File: config.mk
export PLATFORM = sky130hd
export DESIGN_NAME = eepw_top
export DESIGN_NICKNAME = d
export VERILOG_FILES = /design/src/rtl/eepw_pkg.sv /design/src/rtl/eepw_ctrl.sv /design/src/rtl/eepw_dpath.sv /design/src/rtl/eepw_top.sv
export SDC_FILE = /design/constraint.sdc
export NUM_CORES = 1
export LEC_CHECK = 0
export ABC_AREA = 1
export BUFFER_PORTS_ARGS = -buffer_cell sky130_fd_sc_hd__buf_2
export CORE_MARGIN = 8
export CORE_UTILIZATION = 58
export CTS_BUF_LIST = sky130_fd_sc_hd__clkbuf_4 sky130_fd_sc_hd__clkbuf_8
export DETAILED_ROUTE_END_ITERATION = 6
export GPL_ROUTABILITY_DRIVEN = 0
export GPL_TIMING_DRIVEN = 0
export PLACE_DENSITY = 0.82
export SYNTH_ARGS = -nofsm -noshare
export SYNTH_HDL_FRONTEND = slang
export SYNTH_HIERARCHICAL = 1
export SYNTH_SLANG_ARGS = --single-unit
File: constraint.sdc
create_clock -name clk -period 3.5 [get_ports clk]
set_input_delay 0.525 -clock clk [delete_from_list [all_inputs] [get_ports clk]]
set_output_delay 0.525 -clock clk [all_outputs]
set_load 0.02 [all_outputs]
File: src/rtl/eepw_pkg.sv
package eepw_pkg;

  typedef enum logic [2:0] {
    S_IDLE, S_WLOW, S_WHIGH, S_FETCH, S_RGAP, S_RREAD, S_DONE, S_FAIL
  } state_t;

  // strobes from the sequencer to the datapath
  typedef struct packed {
    logic load;        // capture command inputs
    logic busCs;       // chip select active
    logic busWe;       // write enable active
    logic busOe;       // output enable active
    logic busDrive;    // drive write data and write address
    logic nextCmd;     // step to next unlock word
    logic enterData;   // unlock done, data phase begins
    logic recordLast;  // remember address and data just written
    logic nextByte;    // step buffer index
    logic latchByte;   // capture fetched byte
    logic pollStart;   // clear toggle history
    logic capture;     // store bit 6 of a status read
  } strobe_t;

endpackage

File: src/rtl/eepw_ctrl.sv
module eepw_ctrl
  import eepw_pkg::*;
#(
  parameter int WE_LOW_CYC  = 12,
  parameter int WE_HIGH_CYC = 6,
  parameter int LOAD_LIMIT  = 14000,
  parameter int OE_HIGH_CYC = 16,
  parameter int READ_CYC    = 25,
  parameter int TIMEOUT_CYC = 1000000
) (
  input  logic    clk,
  input  logic    rstN,
  input  logic    start,
  input  logic    fetchValid,
  input  logic    inCmd,
  input  logic    cmdLast,
  input  logic    lastByte,
  input  logic    statusOk,
  output strobe_t st,
  output logic    fetchReq,
  output logic    busy,
  output logic    done,
  output logic    error
);
  localparam int M1     = (WE_LOW_CYC > WE_HIGH_CYC) ? WE_LOW_CYC : WE_HIGH_CYC;
  localparam int M2     = (OE_HIGH_CYC > READ_CYC) ? OE_HIGH_CYC : READ_CYC;
  localparam int PH_MAX = (M1 > M2) ? M1 : M2;
  localparam int PH_W   = $clog2(PH_MAX + 1);
  localparam int GAP_W  = $clog2(LOAD_LIMIT + 1);
  localparam int TO_W   = $clog2(TIMEOUT_CYC + 1);

  state_t           state, nxt;
  logic [PH_W-1:0]  phCnt;
  logic [GAP_W-1:0] gapCnt;
  logic [TO_W-1:0]  waitCnt;

  logic lowEnd, highEnd, gapEnd, readEnd, gapOut, timedOut;
  assign lowEnd   = phCnt == PH_W'(WE_LOW_CYC - 1);
  assign highEnd  = phCnt == PH_W'(WE_HIGH_CYC - 1);
  assign gapEnd   = phCnt == PH_W'(OE_HIGH_CYC - 1);
  assign readEnd  = phCnt == PH_W'(READ_CYC - 1);
  assign gapOut   = gapCnt >= GAP_W'(LOAD_LIMIT - 1);
  assign timedOut = waitCnt >= TO_W'(TIMEOUT_CYC - 1);

  always_comb begin
    st  = '0;
    nxt = state;
    unique case (state)
      S_IDLE: if (start) begin st.load = 1'b1; nxt = S_WLOW; end
      S_WLOW: begin
        st.busCs = 1'b1; st.busWe = 1'b1; st.busDrive = 1'b1;
        if (lowEnd) nxt = S_WHIGH;
      end
      S_WHIGH: begin
        st.busCs = 1'b1; st.busDrive = 1'b1;
        if (highEnd) begin
          if (inCmd) begin
            if (cmdLast) begin st.enterData = 1'b1; nxt = S_FETCH; end
            else begin st.nextCmd = 1'b1; nxt = S_WLOW; end
          end else begin
            st.recordLast = 1'b1;
            if (lastByte) begin st.pollStart = 1'b1; nxt = S_RGAP; end
            else begin st.nextByte = 1'b1; nxt = S_FETCH; end
          end
        end
      end
      S_FETCH: begin
        // window nearly gone: abandon the load and poll what was written
        if (gapOut) begin st.pollStart = 1'b1; nxt = S_RGAP; end
        else if (fetchValid) begin st.latchByte = 1'b1; nxt = S_WLOW; end
      end
      S_RGAP: begin
        if (gapEnd) nxt = S_RREAD;
        if (timedOut) nxt = S_FAIL;
      end
      S_RREAD: begin
        st.busCs = 1'b1; st.busOe = 1'b1;
        if (readEnd) begin
          if (statusOk) nxt = S_DONE;
          else begin st.capture = 1'b1; nxt = S_RGAP; end
        end
        if (timedOut && nxt != S_DONE) nxt = S_FAIL;
      end
      S_DONE:  nxt = S_IDLE;
      S_FAIL:  nxt = S_IDLE;
      default: nxt = S_IDLE;
    endcase
  end

  always_ff @(posedge clk) begin
    if (!rstN) begin
      state   <= S_IDLE;
      phCnt   <= '0;
      gapCnt  <= '0;
      waitCnt <= '0;
    end else begin
      state   <= nxt;
      phCnt   <= (nxt != state) ? '0 : phCnt + 1'b1;
      if (nxt == S_WLOW && state != S_WLOW) gapCnt <= '0;
      else if (!gapOut) gapCnt <= gapCnt + 1'b1;
      waitCnt <= (state == S_RGAP || state == S_RREAD) ? waitCnt + 1'b1 : '0;
    end
  end

  assign fetchReq = state == S_FETCH;
  assign busy     = state != S_IDLE;
  assign done     = state == S_DONE;
  assign error    = state == S_FAIL;
endmodule

File: src/rtl/eepw_dpath.sv
module eepw_dpath
  import eepw_pkg::*;
#(
  parameter int ADDR_W     = 17,
  parameter int PAGE_BYTES = 128
) (
  input  logic                 clk,
  input  logic                 rstN,
  input  strobe_t              st,
  input  logic [ADDR_W-$clog2(PAGE_BYTES)-1:0] pageSel,
  input  logic [$clog2(PAGE_BYTES)-1:0]        byteCount,
  input  logic                 toggleMode,
  input  logic [7:0]           fetchData,
  input  logic [7:0]           memDin,
  output logic [$clog2(PAGE_BYTES)-1:0]        fetchIdx,
  output logic [ADDR_W-1:0]    memAddr,
  output logic [7:0]           memDout,
  output logic                 memDoe,
  output logic                 memCsN,
  output logic                 memOeN,
  output logic                 memWeN,
  output logic                 inCmd,
  output logic                 cmdLast,
  output logic                 lastByte,
  output logic                 statusOk
);
  localparam int OFF_W  = $clog2(PAGE_BYTES);
  localparam int PAGE_W = ADDR_W - OFF_W;
  localparam logic [ADDR_W-1:0] KEY_A = ADDR_W'(15'h5555);
  localparam logic [ADDR_W-1:0] KEY_B = ADDR_W'(15'h2AAA);

  logic [PAGE_W-1:0] pageR;
  logic [OFF_W-1:0]  lastIdxR, idx;
  logic              modeR, dataPhase, prevB6, havePrev;
  logic [1:0]        cmdIdx;
  logic [7:0]        byteR, lastData, cmdData;
  logic [ADDR_W-1:0] lastAddr, cmdAddr, curAddr;

  always_comb begin
    unique case (cmdIdx)
      2'd0:    begin cmdAddr = KEY_A; cmdData = 8'hAA; end
      2'd1:    begin cmdAddr = KEY_B; cmdData = 8'h55; end
      default: begin cmdAddr = KEY_A; cmdData = 8'hA0; end
    endcase
  end

  assign curAddr = dataPhase ? {pageR, idx} : cmdAddr;

  always_ff @(posedge clk) begin
    if (!rstN) begin
      pageR <= '0; lastIdxR <= '0; modeR <= 1'b0; idx <= '0;
      cmdIdx <= '0; dataPhase <= 1'b0; byteR <= '0;
      lastAddr <= '0; lastData <= '0; prevB6 <= 1'b0; havePrev <= 1'b0;
    end else begin
      if (st.load) begin
        pageR <= pageSel; lastIdxR <= byteCount; modeR <= toggleMode;
        idx <= '0; cmdIdx <= '0; dataPhase <= 1'b0;
      end
      if (st.nextCmd)    cmdIdx <= cmdIdx + 1'b1;
      if (st.enterData)  dataPhase <= 1'b1;
      if (st.latchByte)  byteR <= fetchData;
      if (st.recordLast) begin lastAddr <= curAddr; lastData <= byteR; end
      if (st.nextByte)   idx <= idx + 1'b1;
      if (st.pollStart)  havePrev <= 1'b0;
      if (st.capture)    begin prevB6 <= memDin[6]; havePrev <= 1'b1; end
    end
  end

  logic unusedLowBits;
  assign unusedLowBits = ^memDin[5:0];

  assign statusOk = modeR ? (havePrev && memDin[6] == prevB6)
                          : (memDin[7] == lastData[7]);
  assign memAddr  = st.busDrive ? curAddr : lastAddr;
  assign memDout  = dataPhase ? byteR : cmdData;
  assign memDoe   = st.busDrive;
  assign memCsN   = ~st.busCs;
  assign memOeN   = ~st.busOe;
  assign memWeN   = ~st.busWe;
  assign fetchIdx = idx;
  assign inCmd    = ~dataPhase;
  assign cmdLast  = cmdIdx == 2'd2;
  assign lastByte = idx == lastIdxR;
endmodule

File: src/rtl/eepw_top.sv
module eepw_top
  import eepw_pkg::*;
#(
  parameter int ADDR_W      = 17,
  parameter int PAGE_BYTES  = 128,
  parameter int WE_LOW_CYC  = 12,
  parameter int WE_HIGH_CYC = 6,
  parameter int LOAD_LIMIT  = 14000,
  parameter int OE_HIGH_CYC = 16,
  parameter int READ_CYC    = 25,
  parameter int TIMEOUT_CYC = 1000000
) (
  input  logic                 clk,
  input  logic                 rstN,
  input  logic                 start,
  input  logic [ADDR_W-$clog2(PAGE_BYTES)-1:0] pageSel,
  input  logic [$clog2(PAGE_BYTES)-1:0]        byteCount,
  input  logic                 toggleMode,
  output logic                 fetchReq,
  output logic [$clog2(PAGE_BYTES)-1:0]        fetchIdx,
  input  logic                 fetchValid,
  input  logic [7:0]           fetchData,
  output logic [ADDR_W-1:0]    memAddr,
  output logic [7:0]           memDout,
  output logic                 memDoe,
  input  logic [7:0]           memDin,
  output logic                 memCsN,
  output logic                 memOeN,
  output logic                 memWeN,
  output logic                 busy,
  output logic                 done,
  output logic                 error
);
  strobe_t st;
  logic inCmd, cmdLast, lastByte, statusOk;

  eepw_ctrl #(
    .WE_LOW_CYC(WE_LOW_CYC), .WE_HIGH_CYC(WE_HIGH_CYC), .LOAD_LIMIT(LOAD_LIMIT),
    .OE_HIGH_CYC(OE_HIGH_CYC), .READ_CYC(READ_CYC), .TIMEOUT_CYC(TIMEOUT_CYC)
  ) uCtrl (
    .clk(clk), .rstN(rstN), .start(start), .fetchValid(fetchValid),
    .inCmd(inCmd), .cmdLast(cmdLast), .lastByte(lastByte), .statusOk(statusOk),
    .st(st), .fetchReq(fetchReq), .busy(busy), .done(done), .error(error)
  );

  eepw_dpath #(.ADDR_W(ADDR_W), .PAGE_BYTES(PAGE_BYTES)) uDpath (
    .clk(clk), .rstN(rstN), .st(st), .pageSel(pageSel), .byteCount(byteCount),
    .toggleMode(toggleMode), .fetchData(fetchData), .memDin(memDin),
    .fetchIdx(fetchIdx), .memAddr(memAddr), .memDout(memDout), .memDoe(memDoe),
    .memCsN(memCsN), .memOeN(memOeN), .memWeN(memWeN), .inCmd(inCmd),
    .cmdLast(cmdLast), .lastByte(lastByte), .statusOk(statusOk)
  );
endmodule

-- After elaboration in Yosys (flattened, before gate mapping)
Index checks and enable logic that the tools add are counted.
- add/sub/neg operators: 5
- reductions and logical operators: 17
- magnitude comparators: 2
- mux-type cells: 53
- bitwise gates (word level): 4
- equal/unequal tests: 20
- operators with widths (cell ; count):
    $mux W3 ; 12
    $mux W17 ; 2
    $mux W1 ; 24
    $pmux W3 S7 ; 1
    $add A20 B1 Y20 const B ; 1
    $ge A20 B20 Y1 const B ; 1
    $pmux W8 S2 ; 1
    $mux W15 ; 1
    $add A14 B1 Y14 const B ; 1
    $ge A14 B14 Y1 const B ; 1
    $mux W7 ; 2
    $eq A3 B3 Y1 const B ; 4
    $mux W2 ; 6
    $eq A5 B4 Y1 const B ; 2
    $mux W4 ; 2
    $mux W8 ; 1
    $reduce_bool A2 Y1 ; 4
    $reduce_or A2 Y1 ; 4
    $add A7 B1 Y7 const B ; 1
    $eq A7 B7 Y1 ; 1
    $eq A3 B1 Y1 const B ; 2
    $eq A3 B2 Y1 const B ; 2
    $add A5 B1 Y5 const B ; 1
    $eq A5 B3 Y1 const B ; 1
    17 further kinds ; 23
- bits of input ports: 38
- word-level logic and storage cells: 116
- output and inout port bits: 40
- flip-flop bits (word level): 105

-- Longest topological paths before layout
- depth after elaboration: 13
- gate-level depth with buffers: 18
- mapped depth without buffers: 17

-- Hierarchy
Netlist, hierarchy kept.
- modules (own cells, without submodules) (module ; area each (µm²) ; cells each ; times used):
    eepw_dpath ; 2676.3 ; 407 ; 1
    eepw_ctrl ; 2487.4 ; 368 ; 1

-- Least setup slack after synthesis
OpenSTA, ideal clock, no wires.
- kind: reg2reg
- start: register uDpath.idx[0], in the netlist uDpath/fetchIdx[0]
- end: register uCtrl.gapCnt[9]
- path slack: 1.431 ns
- stages on the path, launching flop included: 19
- period minus slack after synthesis: 2.069 ns
- arrival: 1.951 ns
- data required time: 3.382 ns
- path through: dfxtp_1 inv_1 nand2_1 nand2_1 nor2_1 nand2_1 nor2_1 inv_1 nand2_1 nand3_1 a21oi_1 nand2_1 inv_1 nand3_1 nor2_1 nand2_2 nand2_4 buf_12 nor2_4
- cells in the longest elaborated chain, start to end: 8
- ends and longest elaborated chain (element ; RTL line ; source):
    start: declaration ; eepw_dpath.sv:33 ; logic [OFF_W-1:0] lastIdxR, idx;
    start signal: assignment ; eepw_dpath.sv:63 ; if (st.nextByte) idx <= idx + 1'b1;
    $eq A7 B7 Y1 ; eepw_dpath.sv:83 ; assign lastByte = idx == lastIdxR;
    via lastByte ; eepw_top.sv:35 ; logic inCmd, cmdLast, lastByte, statusOk;
    $mux W3 ; eepw_ctrl.sv:62 ; if (lastByte) begin st.pollStart = 1'b1; nxt = S_RGAP; end
    $mux W3 ; eepw_ctrl.sv:57 ; if (inCmd) begin
    $mux W3 ; eepw_ctrl.sv:56 ; if (highEnd) begin
    $pmux W3 S7 ; eepw_ctrl.sv:48 ; unique case (state)
    $eq A3 B1 Y1 ; eepw_ctrl.sv:99 ; if (nxt == S_WLOW && state != S_WLOW) gapCnt <= '0;
    $logic_and A1 B1 Y1 ; eepw_ctrl.sv:99 ;
    $reduce_or A2 Y1 (no line) ; - ;
    end signal: assignment ; eepw_ctrl.sv:100 ; else if (!gapOut) gapCnt <= gapCnt + 1'b1;
    end: declaration ; eepw_ctrl.sv:34 ; logic [GAP_W-1:0] gapCnt;
The timed path passes the listed nets, and every way through them passes these cells.
A chain may end at the register's enable or synchronous reset.

==> impl_metrics.toml <==
[die]
die_y_um = 110.4
die-area_um2 = 12180
initial_core_util_pct = 59.50
ioPinCount = 78
die_w_um = 110.4
core_um2 = 8678
row_count = 34

[synthesis]
syn_area_um2 = 5164
yosys_warnings = 6
synthFlopType = "dfxtp_1"
syn_area_per_cell_um2 = 6.663
synth_cell_type_count = 38
async_reset_ff_share_pct = 0
ys_seq_area_share_pct = 37.99
netlist_instances = 775
synth_edf_count = 0
synthesis.nets = 824
ys_ff_latch = 98

[pwr]
peakVddDrop_v = 0.0002096
pwr-share-seq_pct = 55.4
combPwrFrac_pct = 9.6
sw_frac_of_total_pct = 26.37
leakage_uw = 0.002673
pwr-share-clk_pct = 35.0
p_total_uw = 2081
powerDensity_nw_per_um2 = 355.5
internal_power_uw = 1532
switchingPower_uw = 548.7

[detailed_routing]
wire_per_inst_um = 13.14
drt_wl_total_um = 12750
vias = 5109
postRouteAntennaNets = 0
first_pass_iters = 5
drtIter0Drc = 301
drc = 0
viasPerCell = 5.267

[sta]
worst_slew_pin_slew_ps = 683.2
rsz0062_at_grt = "no"
period_share_pct = 74.56
slew_violations = 0
finalHoldWorstSlack_ps = 383.5
fmax_mhz = 383.2
setup_viol = 0
setup-tns-final_ps = 0
hold_viol = 0
relSlewSlack_pct = 54.10
fin_ws_ps = 890.6
finalClockSkew_ps = 13.07
min_period_ps = 2609

[global_routing]
grt_pass1_vias = 4864
grt_overflow_total = 0
grt_max_degree = 17
grt_use_total_pct = 21.49
grt_pass1_wl_um = 21140
antenna_found_initial = 0

[critical_path]
cp.required_ps = 2970
r2r_cells = 18
r2r_start = "uDpath/fetchIdx[0]$_SDFFE_PN0P_"
critPathLaunchType = "flop"
critPathMaxFanout = 10
arrival_ps = 2080
criticalPathCategory = "reg -> out"
crit_end = "memAddr[6]"
reg2reg_to = "uCtrl/gapCnt[9]$_SDFFE_PP0N_"
setup.worst_path.start = "uCtrl/state[1]$_SDFF_PN0_"
r2r_slack_ps = 1180
crit_path_end_kind = "output pin"

[clock_tree]
cts_max_level = 3
cts_buffers = 9
cts_tree = "built"
cts_hold_buf = 0
cts_setup_buffers = 0
insertion_delay_ps = 370
clockRootBuffer = "clkbuf_8"
cts-resized-gates = 0
cts.sinks = 98
clk_pin_slew_worst_paths_ps = 100
cts_buffer_depth = 2

[run_status]
outcome = "completed"

[finish]
layout.nets = 906
design_area_um2 = 5853
drive_above_1_share_pct = 17.17
syn2layout_area_growth_pct = 13.35
fillers = 761
diodes = 0

[worst_hold_path]
hold_path.class = "in -> reg"
hp-start = "pageSel[2]"

[placed_design]
io_buffers = 71
dp_hpwl_um = 9712
post-place-ws_ps = 1210
placed_area_um2 = 5654

[run]
drv_cap = 0
kinds of logic after synthesis:
logic type      Yosys count  share of synthesized area [%]
simple gates            368                          31.43
buf+inv                 145                          11.58
fa+ha+maj                11                          2.665
xor+xnor                 16                          2.714
compound gates          137                          13.62
flops                    98                          37.99
through the flow:
stage	util, %	std cells
after floorplan	-	775
after global placement	65.15	954
after detailed placement	65.15	954
after CTS	67.45	970
after global routing	67.45	970
final	67.45	970
flip-flops by register name, summed over array words and instances, names as in the netlist:
register / count
uCtrl/waitCnt: 20
uDpath/lastAddr: 17
uCtrl/gapCnt: 14
uDpath/pageR: 10
uDpath/byteR: 8
uDpath/fetchIdx: 7
uDpath/lastIdxR: 7
uCtrl/phCnt: 5
uCtrl/state: 3
uDpath/cmdIdx: 2
uDpath/dataPhase: 1
uDpath/havePrev: 1
uDpath/lastData: 1
uDpath/modeR: 1
uDpath/prevB6: 1
how the worst min path moves through the flow:
stage	endpoint	cells past startpoint
floorplan	uCtrl/waitCnt[0]$_SDFF_PN0_	1
global placement	uCtrl/waitCnt[0]$_SDFF_PN0_	1
detailed placement	uCtrl/waitCnt[0]$_SDFF_PN0_	1
CTS	uDpath/pageR[3]$_SDFFE_PN0P_	3
global route	uDpath/byteR[4]$_SDFFE_PN0P_	3
finish	uDpath/pageR[2]$_SDFFE_PN0P_	3
synthesized netlist by cell type, types with 3 or more instances:
library cell / instances / share of area, %
nand4_1: 11 / 1.3
xnor2_1: 6 / 1.0
dfxtp_1: 98 / 38
or2_2: 4 / 0.48
clkbuf_1: 5 / 0.36
nor3_1: 26 / 2.5
nand3_2: 4 / 0.78
nor2_4: 4 / 0.87
nor2_2: 9 / 1.1
a21oi_1: 47 / 4.6
nand2_1: 163 / 12
inv_1: 111 / 8.1
o21ai_1: 12 / 1.2
inv_2: 8 / 0.58
o21ai_0: 75 / 7.3
nand3_1: 28 / 2.7
buf_4: 3 / 0.44
buf_2: 11 / 1.1
nor2_1: 103 / 7.5
nand2_2: 7 / 0.85
xor2_1: 10 / 1.7
ha_1: 11 / 2.7
power groups by stage:
stage	sequential, uW	clock [uW]	combinational (uW)
4_1_cts	1150	739	198
2_1_floorplan	1180	0	134
3_3_place_gp	1180	0	193
6_report	1150	729	199
3_5_place_dp	1180	0	197
5_1_grt	1160	773	222
final cells by class:
class | instances | area [um^2] | share of cell area [%]
Clock inverter | 4 | 33.78 | 0.5772
Tap cell | 108 | 135.1 | 2.309
Clock buffer | 12 | 165.2 | 2.822
Sequential cell | 98 | 1962 | 33.52
Inverter | 121 | 456.7 | 7.802
Timing Repair Buffer | 71 | 355.3 | 6.071
Multi-Input combinational cell | 532 | 2604 | 44.48
Buffer | 24 | 141.4 | 2.416
placed cells by master (no fill, tap or decap), types with 8 or more instances in the layout:
master,instances
a21oi_1,47
inv_2,8
dfxtp_1,98
nor3_1,26
nand2_1,163
buf_2,82
inv_1,111
nand3_1,28
o21ai_0,75
ha_1,11
xor2_1,10
nand4_1,11
o21ai_1,12
nor2_2,9
clkbuf_8,12
nor2_1,103
critical path, stage by stage (launching register included):
cell and delay (ps):
dfxtp_1 390, inv_2 150, nand3_2 120, nand2_1 220, buf_1 410, nand2_1 110, o21ai_0 110, buf_2 200
layer usage:
layer  up-vias  wire, um  global-route usage (%)
met3        18       832                   3.605
met2       168      6027                   35.74
met4         0       218                   8.944
met5         -         0                       0
met1      2328      5669                   26.97
li1       2595         -                       -
Power figures use the tool's default switching activity.
